**config.mk**
```make
export PLATFORM = sky130hd
export DESIGN_NAME = ir_rx_top
export DESIGN_NICKNAME = d
export VERILOG_FILES = /design/src/rtl/ir_rx_pkg.sv /design/src/rtl/ir_rx_filter.sv /design/src/rtl/ir_rx_tick.sv /design/src/rtl/ir_rx_measure.sv /design/src/rtl/ir_rx_fifo.sv /design/src/rtl/ir_rx_top.sv
export SDC_FILE = /design/constraint.sdc
export NUM_CORES = 2
export LEC_CHECK = 0
export BUFFER_PORTS_ARGS = -buffer_cell sky130_fd_sc_hd__buf_2
export CAP_MARGIN = 20
export CORE_MARGIN = 10
export CORE_UTILIZATION = 57
export DETAILED_ROUTE_END_ITERATION = 7
export PLACE_DENSITY = 0.86
export SETUP_SLACK_MARGIN = 0.2
export SLEW_MARGIN = 20
export SYNTH_ARGS = -nofsm -noshare
export SYNTH_HDL_FRONTEND = slang
export SYNTH_HIERARCHICAL = 1
export SYNTH_SLANG_ARGS = --single-unit
```
**constraint.sdc**
```tcl
create_clock -name clk -period 7.6 [get_ports clk]
set_clock_uncertainty 0.1 [all_clocks]
set_input_delay 1.52 -clock clk [delete_from_list [all_inputs] [get_ports clk]]
set_output_delay 1.52 -clock clk [all_outputs]
set_load 0.02 [all_outputs]
```
**src/rtl/ir_rx_pkg.sv**
```systemverilog
package ir_rx_pkg;

    localparam int DUR_W  = 16;
    localparam int WORD_W = 32;

    // register word addresses
    localparam int A_CTRL  = 0;
    localparam int A_CFG   = 1;
    localparam int A_BUSY  = 2;
    localparam int A_START = 3;
    localparam int A_COUNT = 4;
    localparam int A_DATA  = 5;
    localparam int A_MASK  = 6;
    localparam int A_STAT  = 7;
    localparam int A_CLR   = 8;

    // interrupt cause indices
    localparam int IRQ_RCV = 0;
    localparam int IRQ_TMO = 1;
    localparam int IRQ_OVF = 2;

    // field layout follows the bit positions software programs
    typedef struct packed {
        logic [15:0] max_width;
        logic [1:0]  fmt;
        logic [5:0]  level;
        logic        raw;
        logic [6:0]  presc;
    } cfg_t;

    localparam cfg_t CFG_RESET = '{max_width: 16'h3E80, fmt: 2'd0,
                                   level: 6'd0, raw: 1'b1, presc: 7'd0};

    typedef struct packed {
        logic [DUR_W-1:0] space;
        logic [DUR_W-1:0] pulse;
    } sym_t;

    typedef enum logic [1:0] {
        MS_IDLE  = 2'd0,
        MS_PULSE = 2'd1,
        MS_SPACE = 2'd2
    } meas_st_t;

endpackage

```
**src/rtl/ir_rx_filter.sv**
```systemverilog
module ir_rx_filter #(
    parameter int FILTER_LEN = 4
) (
    input  logic clk,
    input  logic rst_n,
    input  logic ir_in,
    output logic level
);
    localparam int CW = $clog2(FILTER_LEN + 1);

    typedef struct packed {
        logic [1:0]    sync;
        logic          filt;
        logic [CW-1:0] cnt;
    } st_t;

    st_t q, d;

    always_comb begin
        d      = q;
        d.sync = {q.sync[0], ir_in};
        if (q.sync[1] == q.filt) begin
            d.cnt = '0;
        end else if (q.cnt == CW'(FILTER_LEN - 1)) begin
            d.filt = q.sync[1];
            d.cnt  = '0;
        end else begin
            d.cnt = q.cnt + 1'b1;
        end
    end

    always_ff @(posedge clk or negedge rst_n) begin
        if (!rst_n) begin
            q <= '{sync: 2'b11, filt: 1'b1, cnt: '0};
        end else begin
            q <= d;
        end
    end

    assign level = q.filt;

endmodule

```
**src/rtl/ir_rx_tick.sv**
```systemverilog
module ir_rx_tick #(
    parameter int UNIT_TICKS = 10
) (
    input  logic       clk,
    input  logic       rst_n,
    input  logic       clr,
    input  logic [6:0] presc,
    output logic       unit_tick
);
    localparam int UW = (UNIT_TICKS > 1) ? $clog2(UNIT_TICKS) : 1;

    typedef struct packed {
        logic [6:0]    pre;
        logic [UW-1:0] unit;
    } st_t;

    st_t  q, d;
    logic us_tick;

    assign us_tick = (q.pre >= presc);

    always_comb begin
        d = q;
        if (clr) begin
            d.pre  = '0;
            d.unit = '0;
        end else if (us_tick) begin
            d.pre  = '0;
            d.unit = (q.unit == UW'(UNIT_TICKS - 1)) ? '0 : q.unit + 1'b1;
        end else begin
            d.pre = q.pre + 1'b1;
        end
    end

    always_ff @(posedge clk or negedge rst_n) begin
        if (!rst_n) begin
            q <= '0;
        end else begin
            q <= d;
        end
    end

    generate
        if (UNIT_TICKS > 1) begin : g_div
            assign unit_tick = us_tick && (q.unit == UW'(UNIT_TICKS - 1));
        end else begin : g_nodiv
            assign unit_tick = us_tick;
        end
    endgenerate

endmodule

```
**src/rtl/ir_rx_measure.sv**
```systemverilog
module ir_rx_measure
    import ir_rx_pkg::*;
(
    input  logic              clk,
    input  logic              rst_n,
    input  logic              run,
    input  logic              level,
    input  logic              pol_high,
    input  logic              unit_tick,
    input  logic [DUR_W-1:0]  max_width,
    output logic              edge_seen,
    output logic              push,
    output logic [WORD_W-1:0] push_word,
    output logic              frame_end
);
    typedef struct packed {
        meas_st_t         st;
        logic             prev;
        logic [DUR_W-1:0] pulse;
        logic [DUR_W-1:0] space;
    } st_t;

    st_t  q, d;
    logic active;
    sym_t word;

    function automatic logic [DUR_W-1:0] sat_inc(input logic [DUR_W-1:0] v);
        return (v == '1) ? v : v + 1'b1;
    endfunction

    function automatic logic limit_hit(input logic [DUR_W-1:0] p,
                                       input logic [DUR_W-1:0] s,
                                       input logic [DUR_W-1:0] lim);
        logic [DUR_W:0] sum;
        sum = {1'b0, p} + {1'b0, s};
        return (lim != '0) && (sum >= {1'b0, lim});
    endfunction

    assign active    = pol_high ? level : ~level;
    assign edge_seen = (active != q.prev);

    always_comb begin
        d          = q;
        d.prev     = active;
        push       = 1'b0;
        frame_end  = 1'b0;
        word.pulse = q.pulse;
        word.space = q.space;
        if (!run) begin
            d.st    = MS_IDLE;
            d.pulse = '0;
            d.space = '0;
        end else begin
            case (q.st)
                MS_IDLE: begin
                    if (active && !q.prev) begin
                        d.st    = MS_PULSE;
                        d.pulse = '0;
                        d.space = '0;
                    end
                end
                MS_PULSE: begin
                    if (edge_seen) begin
                        d.st = MS_SPACE;
                    end else if (unit_tick) begin
                        d.pulse = sat_inc(q.pulse);
                        if (limit_hit(d.pulse, q.space, max_width)) begin
                            push       = 1'b1;
                            frame_end  = 1'b1;
                            word.pulse = d.pulse;
                            d.st       = MS_IDLE;
                        end
                    end
                end
                MS_SPACE: begin
                    if (edge_seen) begin
                        push    = 1'b1;
                        d.st    = MS_PULSE;
                        d.pulse = '0;
                        d.space = '0;
                    end else if (unit_tick) begin
                        d.space = sat_inc(q.space);
                        if (limit_hit(q.pulse, d.space, max_width)) begin
                            push       = 1'b1;
                            frame_end  = 1'b1;
                            word.space = d.space;
                            d.st       = MS_IDLE;
                        end
                    end
                end
                default: d.st = MS_IDLE;
            endcase
        end
    end

    always_ff @(posedge clk or negedge rst_n) begin
        if (!rst_n) begin
            q <= '{st: MS_IDLE, prev: 1'b0, pulse: '0, space: '0};
        end else begin
            q <= d;
        end
    end

    assign push_word = word;

endmodule

```
**src/rtl/ir_rx_fifo.sv**
```systemverilog
module ir_rx_fifo #(
    parameter int DEPTH = 64,
    parameter int WIDTH = 32
) (
    input  logic                         clk,
    input  logic                         rst_n,
    input  logic                         flush,
    input  logic                         push,
    input  logic [WIDTH-1:0]             wdata,
    input  logic                         pop,
    output logic [WIDTH-1:0]             rdata,
    output logic [$clog2(DEPTH+1)-1:0]   count,
    output logic                         full,
    output logic                         empty
);
    localparam int PW = (DEPTH > 1) ? $clog2(DEPTH) : 1;
    localparam int CW = $clog2(DEPTH + 1);

    typedef struct packed {
        logic [PW-1:0] wp;
        logic [PW-1:0] rp;
        logic [CW-1:0] cnt;
    } st_t;

    st_t        q, d;
    logic       wr_ok, rd_ok;
    logic [WIDTH-1:0] mem [DEPTH];

    assign full  = (q.cnt == CW'(DEPTH));
    assign empty = (q.cnt == '0);
    assign wr_ok = push && !full && !flush;
    assign rd_ok = pop && !empty && !flush;

    function automatic logic [PW-1:0] nxt(input logic [PW-1:0] p);
        return (p == PW'(DEPTH - 1)) ? '0 : p + 1'b1;
    endfunction

    always_comb begin
        d = q;
        if (flush) begin
            d = '0;
        end else begin
            if (wr_ok) d.wp = nxt(q.wp);
            if (rd_ok) d.rp = nxt(q.rp);
            case ({wr_ok, rd_ok})
                2'b10:   d.cnt = q.cnt + 1'b1;
                2'b01:   d.cnt = q.cnt - 1'b1;
                default: d.cnt = q.cnt;
            endcase
        end
    end

    always_ff @(posedge clk or negedge rst_n) begin
        if (!rst_n) begin
            q <= '0;
        end else begin
            q <= d;
        end
    end

    always_ff @(posedge clk) begin
        if (wr_ok) mem[q.wp] <= wdata;
    end

    assign rdata = empty ? '0 : mem[q.rp];
    assign count = q.cnt;

endmodule

```
**src/rtl/ir_rx_top.sv**
```systemverilog
module ir_rx_top
    import ir_rx_pkg::*;
#(
    parameter int FIFO_DEPTH    = 64,
    parameter int UNIT_TICKS    = 10,
    parameter int FILTER_LEN    = 4,
    parameter int SETTLE_CYCLES = 8,
    parameter bit NEED_EXTRA_EN = 1'b0,
    parameter int ADDR_W        = 4
) (
    input  logic              clk,
    input  logic              rst_n,
    input  logic              ir_in,
    input  logic              reg_wr,
    input  logic              reg_rd,
    input  logic [ADDR_W-1:0] reg_addr,
    input  logic [31:0]       reg_wdata,
    output logic [31:0]       reg_rdata,
    output logic              irq
);
    localparam int CW = $clog2(FIFO_DEPTH + 1);
    localparam int SW = $clog2(SETTLE_CYCLES + 1);

    typedef struct packed {
        logic          on;
        logic [1:0]    ctrl;
        logic [SW-1:0] settle;
        logic          running;
        cfg_t          cfg;
        logic [2:0]    mask;
        logic [2:0]    raw;
    } st_t;

    st_t q, d;

    logic              filt_level;
    logic              unit_tick;
    logic              edge_seen;
    logic              push;
    logic [WORD_W-1:0] push_word;
    logic              frame_end;
    logic              pop;
    logic [WORD_W-1:0] head;
    logic [CW-1:0]     fifo_cnt;
    logic              full;
    logic              empty;
    logic              busy;
    logic [2:0]        gated;
    logic              flush;

    function automatic logic hit(input logic [ADDR_W-1:0] a, input int target);
        return a == ADDR_W'(target);
    endfunction

    ir_rx_filter #(.FILTER_LEN(FILTER_LEN)) filt_i (
        .clk   (clk),
        .rst_n (rst_n),
        .ir_in (ir_in),
        .level (filt_level)
    );

    ir_rx_tick #(.UNIT_TICKS(UNIT_TICKS)) tick_i (
        .clk       (clk),
        .rst_n     (rst_n),
        .clr       (edge_seen),
        .presc     (q.cfg.presc),
        .unit_tick (unit_tick)
    );

    ir_rx_measure meas_i (
        .clk       (clk),
        .rst_n     (rst_n),
        .run       (q.running),
        .level     (filt_level),
        .pol_high  (q.cfg.fmt == 2'd1),
        .unit_tick (unit_tick),
        .max_width (q.cfg.max_width),
        .edge_seen (edge_seen),
        .push      (push),
        .push_word (push_word),
        .frame_end (frame_end)
    );

    ir_rx_fifo #(.DEPTH(FIFO_DEPTH), .WIDTH(WORD_W)) fifo_i (
        .clk   (clk),
        .rst_n (rst_n),
        .flush (flush),
        .push  (push),
        .wdata (push_word),
        .pop   (pop),
        .rdata (head),
        .count (fifo_cnt),
        .full  (full),
        .empty (empty)
    );

    assign busy  = !q.on || (q.settle != '0);
    assign flush = !q.on;
    assign pop   = reg_rd && hit(reg_addr, A_DATA) && !empty;
    assign gated = q.raw & ~q.mask;
    assign irq   = |gated;

    always_comb begin
        d = q;

        // power state and settle window
        if (reg_wr && hit(reg_addr, A_CTRL)) begin
            d.ctrl = {reg_wdata[8], reg_wdata[0]};
            d.on   = reg_wdata[0] && (reg_wdata[8] || !NEED_EXTRA_EN);
        end
        if (!q.on) begin
            d.settle = SW'(SETTLE_CYCLES);
        end else if (q.settle != '0) begin
            d.settle = q.settle - 1'b1;
        end

        // configuration and start
        if (reg_wr && hit(reg_addr, A_CFG) && !busy) begin
            d.cfg = cfg_t'(reg_wdata);
        end
        if (reg_wr && hit(reg_addr, A_START) && !busy && q.cfg.raw) begin
            d.running = 1'b1;
        end
        if (reg_wr && hit(reg_addr, A_MASK)) begin
            d.mask = reg_wdata[2:0];
        end

        // sticky raw causes with write-one clear
        d.raw[IRQ_RCV] = (q.raw[IRQ_RCV] &&
                          !(reg_wr && hit(reg_addr, A_CLR) && reg_wdata[16]))
                         || (int'(fifo_cnt) > int'(q.cfg.level));
        d.raw[IRQ_TMO] = (q.raw[IRQ_TMO] &&
                          !(reg_wr && hit(reg_addr, A_CLR) && reg_wdata[17]))
                         || frame_end;
        d.raw[IRQ_OVF] = (q.raw[IRQ_OVF] &&
                          !(reg_wr && hit(reg_addr, A_CLR) && reg_wdata[18]))
                         || (push && full);

        if (!q.on) begin
            d.running = 1'b0;
            d.raw     = '0;
        end
    end

    always_ff @(posedge clk or negedge rst_n) begin
        if (!rst_n) begin
            q <= '{on: 1'b0, ctrl: 2'b00, settle: SW'(SETTLE_CYCLES),
                   running: 1'b0, cfg: CFG_RESET, mask: 3'b111, raw: 3'b000};
        end else begin
            q <= d;
        end
    end

    always_comb begin
        reg_rdata = '0;
        if (reg_rd) begin
            if (hit(reg_addr, A_CTRL))       reg_rdata = {23'd0, q.ctrl[1], 7'd0, q.ctrl[0]};
            else if (hit(reg_addr, A_CFG))   reg_rdata = q.cfg;
            else if (hit(reg_addr, A_BUSY))  reg_rdata = {31'd0, busy};
            else if (hit(reg_addr, A_COUNT)) reg_rdata = 32'(fifo_cnt);
            else if (hit(reg_addr, A_DATA))  reg_rdata = head;
            else if (hit(reg_addr, A_MASK))  reg_rdata = {29'd0, q.mask};
            else if (hit(reg_addr, A_STAT))  reg_rdata = {5'd0, gated, 13'd0, q.raw, 8'd0};
        end
    end

endmodule

```
==> flow_summary.json <==
{
  "yosys_warnings": 6,
  "async_flop_share": 0.05360,
  "rsz0062_at_grt": "true",
  "fin_cells": 6928,
  "worstMarginPinSlew_ns": 1.077,
  "cts_tree": "built",
  "start_util": 0.5750,
  "synth_compound_area_frac": 0.04014,
  "syn_area_um2": 87650,
  "period_needed_ns": 7.195,
  "final_common_cell": "edfxtp_1",
  "yosys-top-cells-area": "edfxtp_1 70%, mux4_2 13%, dfrtp_1 2.9%",
  "fin_crit_sh": 0.9467,
  "critPathRequiredTime_ns": 8.02,
  "max_cap_violations": 0,
  "io_buffers": 73,
  "yosysTopAreaCellShare": 0.7017,
  "layout_common_cells": "2,048 x edfxtp_1, 512 x mux4_2, 258 x nand2_1",
  "synth.area.mux_share": 0.1488,
  "end_kind": "register",
  "cts_buffers": 199,
  "synth_top_family_by_area": "multiplexers",
  "h-tree-depth": 4,
  "clock.fmax_mhz": 139.0,
  "wl_um": 246300,
  "crit_arrival_ns": 7.62,
  "track_usage": 0.2899,
  "gp_congestion": 0.9188,
  "multi_input_area_um2": 22770,
  "syn_inst": 4484,
  "hp-start": "filt_i/d[5]$_DFF_PN1_",
  "dieHeight_um": 412.1,
  "syn_avg_cell_area_um2": 19.55,
  "clock-root-buffer": "clkbuf_16",
  "synth_adder_area_share": 0.01402,
  "grt_max_degree": 92,
  "min_path_type": "register to register",
  "irDropWorstVdd_mv": 0.2404,
  "final.setup.tns_ns": 0,
  "syn-num-nets": 4622,
  "yosysSeqAreaShare": 0.7350,
  "yosysTopAreaCell": "edfxtp_1",
  "io_pins": 74,
  "finalMaxSlewViolations": 0,
  "dieWidth_um": 412.1,
  "clock_latency_ns": 0.84,
  "die_area_um2": 169900,
  "drt-initial-drc-count": 8511,
  "gr-total-overflow": 0,
  "violations": "DRC",
  "r2r_start": "meas_i/q[1]$_DFFE_PN0P_",
  "nFillCells": 9173,
  "core_um2": 152400,
  "ys_types": 101,
  "drc": 2,
  "area_growth_pct": 13.35,
  "place_inst": 6552,
  "grt_pass1_vias": 48590,
  "crit_top_cell": "ha_1",
  "rows": 143,
  "post_drt_wl_per_cell_um": 35.54,
  "synth-simple-area-share": 0.03806,
  "start_kind": "register",
  "ys_seq_elements": 2164,
  "cpPeakStageDelay_ns": 0.41,
  "drive_above_1_share": 0.2790,
  "ant_nets": 0,
  "drtPass1Iterations": 8,
  "cts.clk_slew.worst_paths_ns": 0.06,
  "status": "finished with violations",
  "ff_latch_area_um2": 64430,
  "clk_path_buf_depth": 3,
  "synth_edf_count": 2048,
  "grt_pass1_wl_um": 355600,
  "p_leak_nw": 26.76,
  "hold_viol": 0,
  "vias_per_cell": 6.992,
  "dpl.hpwl_um": 136700,
  "final_nets": 4864,
  "synth_xor_area_frac": 0.007894,
  "setup_viol": 0,
  "timing.slew.headroom": 0.2801,
  "cp_slowest_cell": "or3_4",
  "vias": 48440,
  "synth_flop_cell": "edfxtp_1",
  "clock-sinks": 2164,
  "antenna_found_initial": 7,
  "crit_path_max_fanout": 19,
  "critPathKind": "register to register",
  "powerDensity_nw_per_um2": 233.4,
  "critPathLaunch": "meas_i/q[1]$_DFFE_PN0P_"
}
[final cells by class]
class,count,area share
Tap cell,2030,0.02557
Multi-Input combinational cell,2013,0.2292
Antenna cell,5,0.0001259
Inverter,64,0.002418
Timing Repair Buffer,284,0.03048
Clock inverter,118,0.01072
Sequential cell,2164,0.6485
Clock buffer,250,0.05299
[flip-flops by register name, summed over array words and instances, names as in the netlist]
name and cells:
fifo_i/count 7, fifo_i/mem 2048, fifo_i/q 12, filt_i/d 1, filt_i/level 1, filt_i/q 4, meas_i/q 35, q 45
tick_i/q 11
[worst max-delay path: cells and delay by family, from the launching register on]
family / cells / cell delay, ns
XOR/XNOR: 1 / 0.16
adder cells (fa/ha/maj): 3 / 0.75
buffers and inverters: 3 / 0.67
AND/OR/NAND/NOR: 12 / 2.51
AO/OA/AOI/OAI: 12 / 2.31
flip-flops: 1 / 0.35
[final timing paths]
path / endpoint / slack (ns) / depth (start not counted)
hold / removal: filt_i/q[5]$_DFF_PN1_ / 0.25 / 0
hold reg to reg: filt_i/q[5]$_DFF_PN1_ / 0.25 / 0
setup / recovery: fifo_i/mem[56][25]$_DFFE_PP_ / 0.41 / 31
setup reg to reg: fifo_i/mem[56][25]$_DFFE_PP_ / 0.41 / 31
min in group asynchronous: filt_i/q[1]$_DFF_PN0_ / 0.60 / 1
max in group asynchronous: meas_i/q[22]$_DFFE_PN0P_ / 5.21 / 2
[logic make-up after synthesis]
logic type      after synthesis
xor+xnor                     79
simple gates                697
buf+inv                     307
flops                      2164
fa+ha+maj                    97
compound gates              503
mux                         637
[cells in the mapped netlist (all sizes together) (35+ instances only)]
cell type	n
a21oi	63
o22ai	59
buf	137
nor2	184
mux4	512
edfxtp	2048
nand2	259
clkbuf	106
dfrtp	102
nand3	37
o21ai	87
a41oi	35
mux2	118
nand4	43
inv	63
ha	95
a22oi	123
xnor2	48
or3	36
[power breakdown]
part	total, W	switching, W	internal, W
clock	0.00986	0.00448	0.00538
combinational	0.000374	0.000216	0.000158
sequential	0.0130	0.0000534	0.0129
total	0.0232	0.00475	0.0184
[through the flow]
stage               area (µm²)  hold WS (ns)  utilization  total power, W  worst slack (ns)
CTS                      99230        0.2568       0.6509         0.02324            0.2020
detailed placement       92900        0.2535       0.6094         0.01357            0.2401
finish                   99350        0.2514       0.6517         0.02319            0.4050
global placement         92900        0.2509       0.6094         0.01355            0.2901
global route             99340        0.2535       0.6517         0.02370            0.1686
floorplan                87920        0.2452            -         0.01345           -0.2528
[routing by layer]
layer  part of all wire  wire [µm]  track usage  vias to the layer above
li1                   -          -            -                    18910
met1               0.33      80530       0.3742                    24600
met2               0.48     118400       0.4621                     4126
met3               0.13      31430      0.06610                      807
met4              0.065      15930       0.1533                        2
met5           0.000049         12            0                        -
[timing repair]
item | 4_1_cts | 5_1_grt
pin swaps | 1 | 3
setup buffers | 0 | 3
endpoints found under the setup margin | 18 | 2180
hold buffers | 0 | 0
hold endpoints to repair | 0 | 0
gates resized for setup | 0 | 24
(Power assumes the default switching activity.)
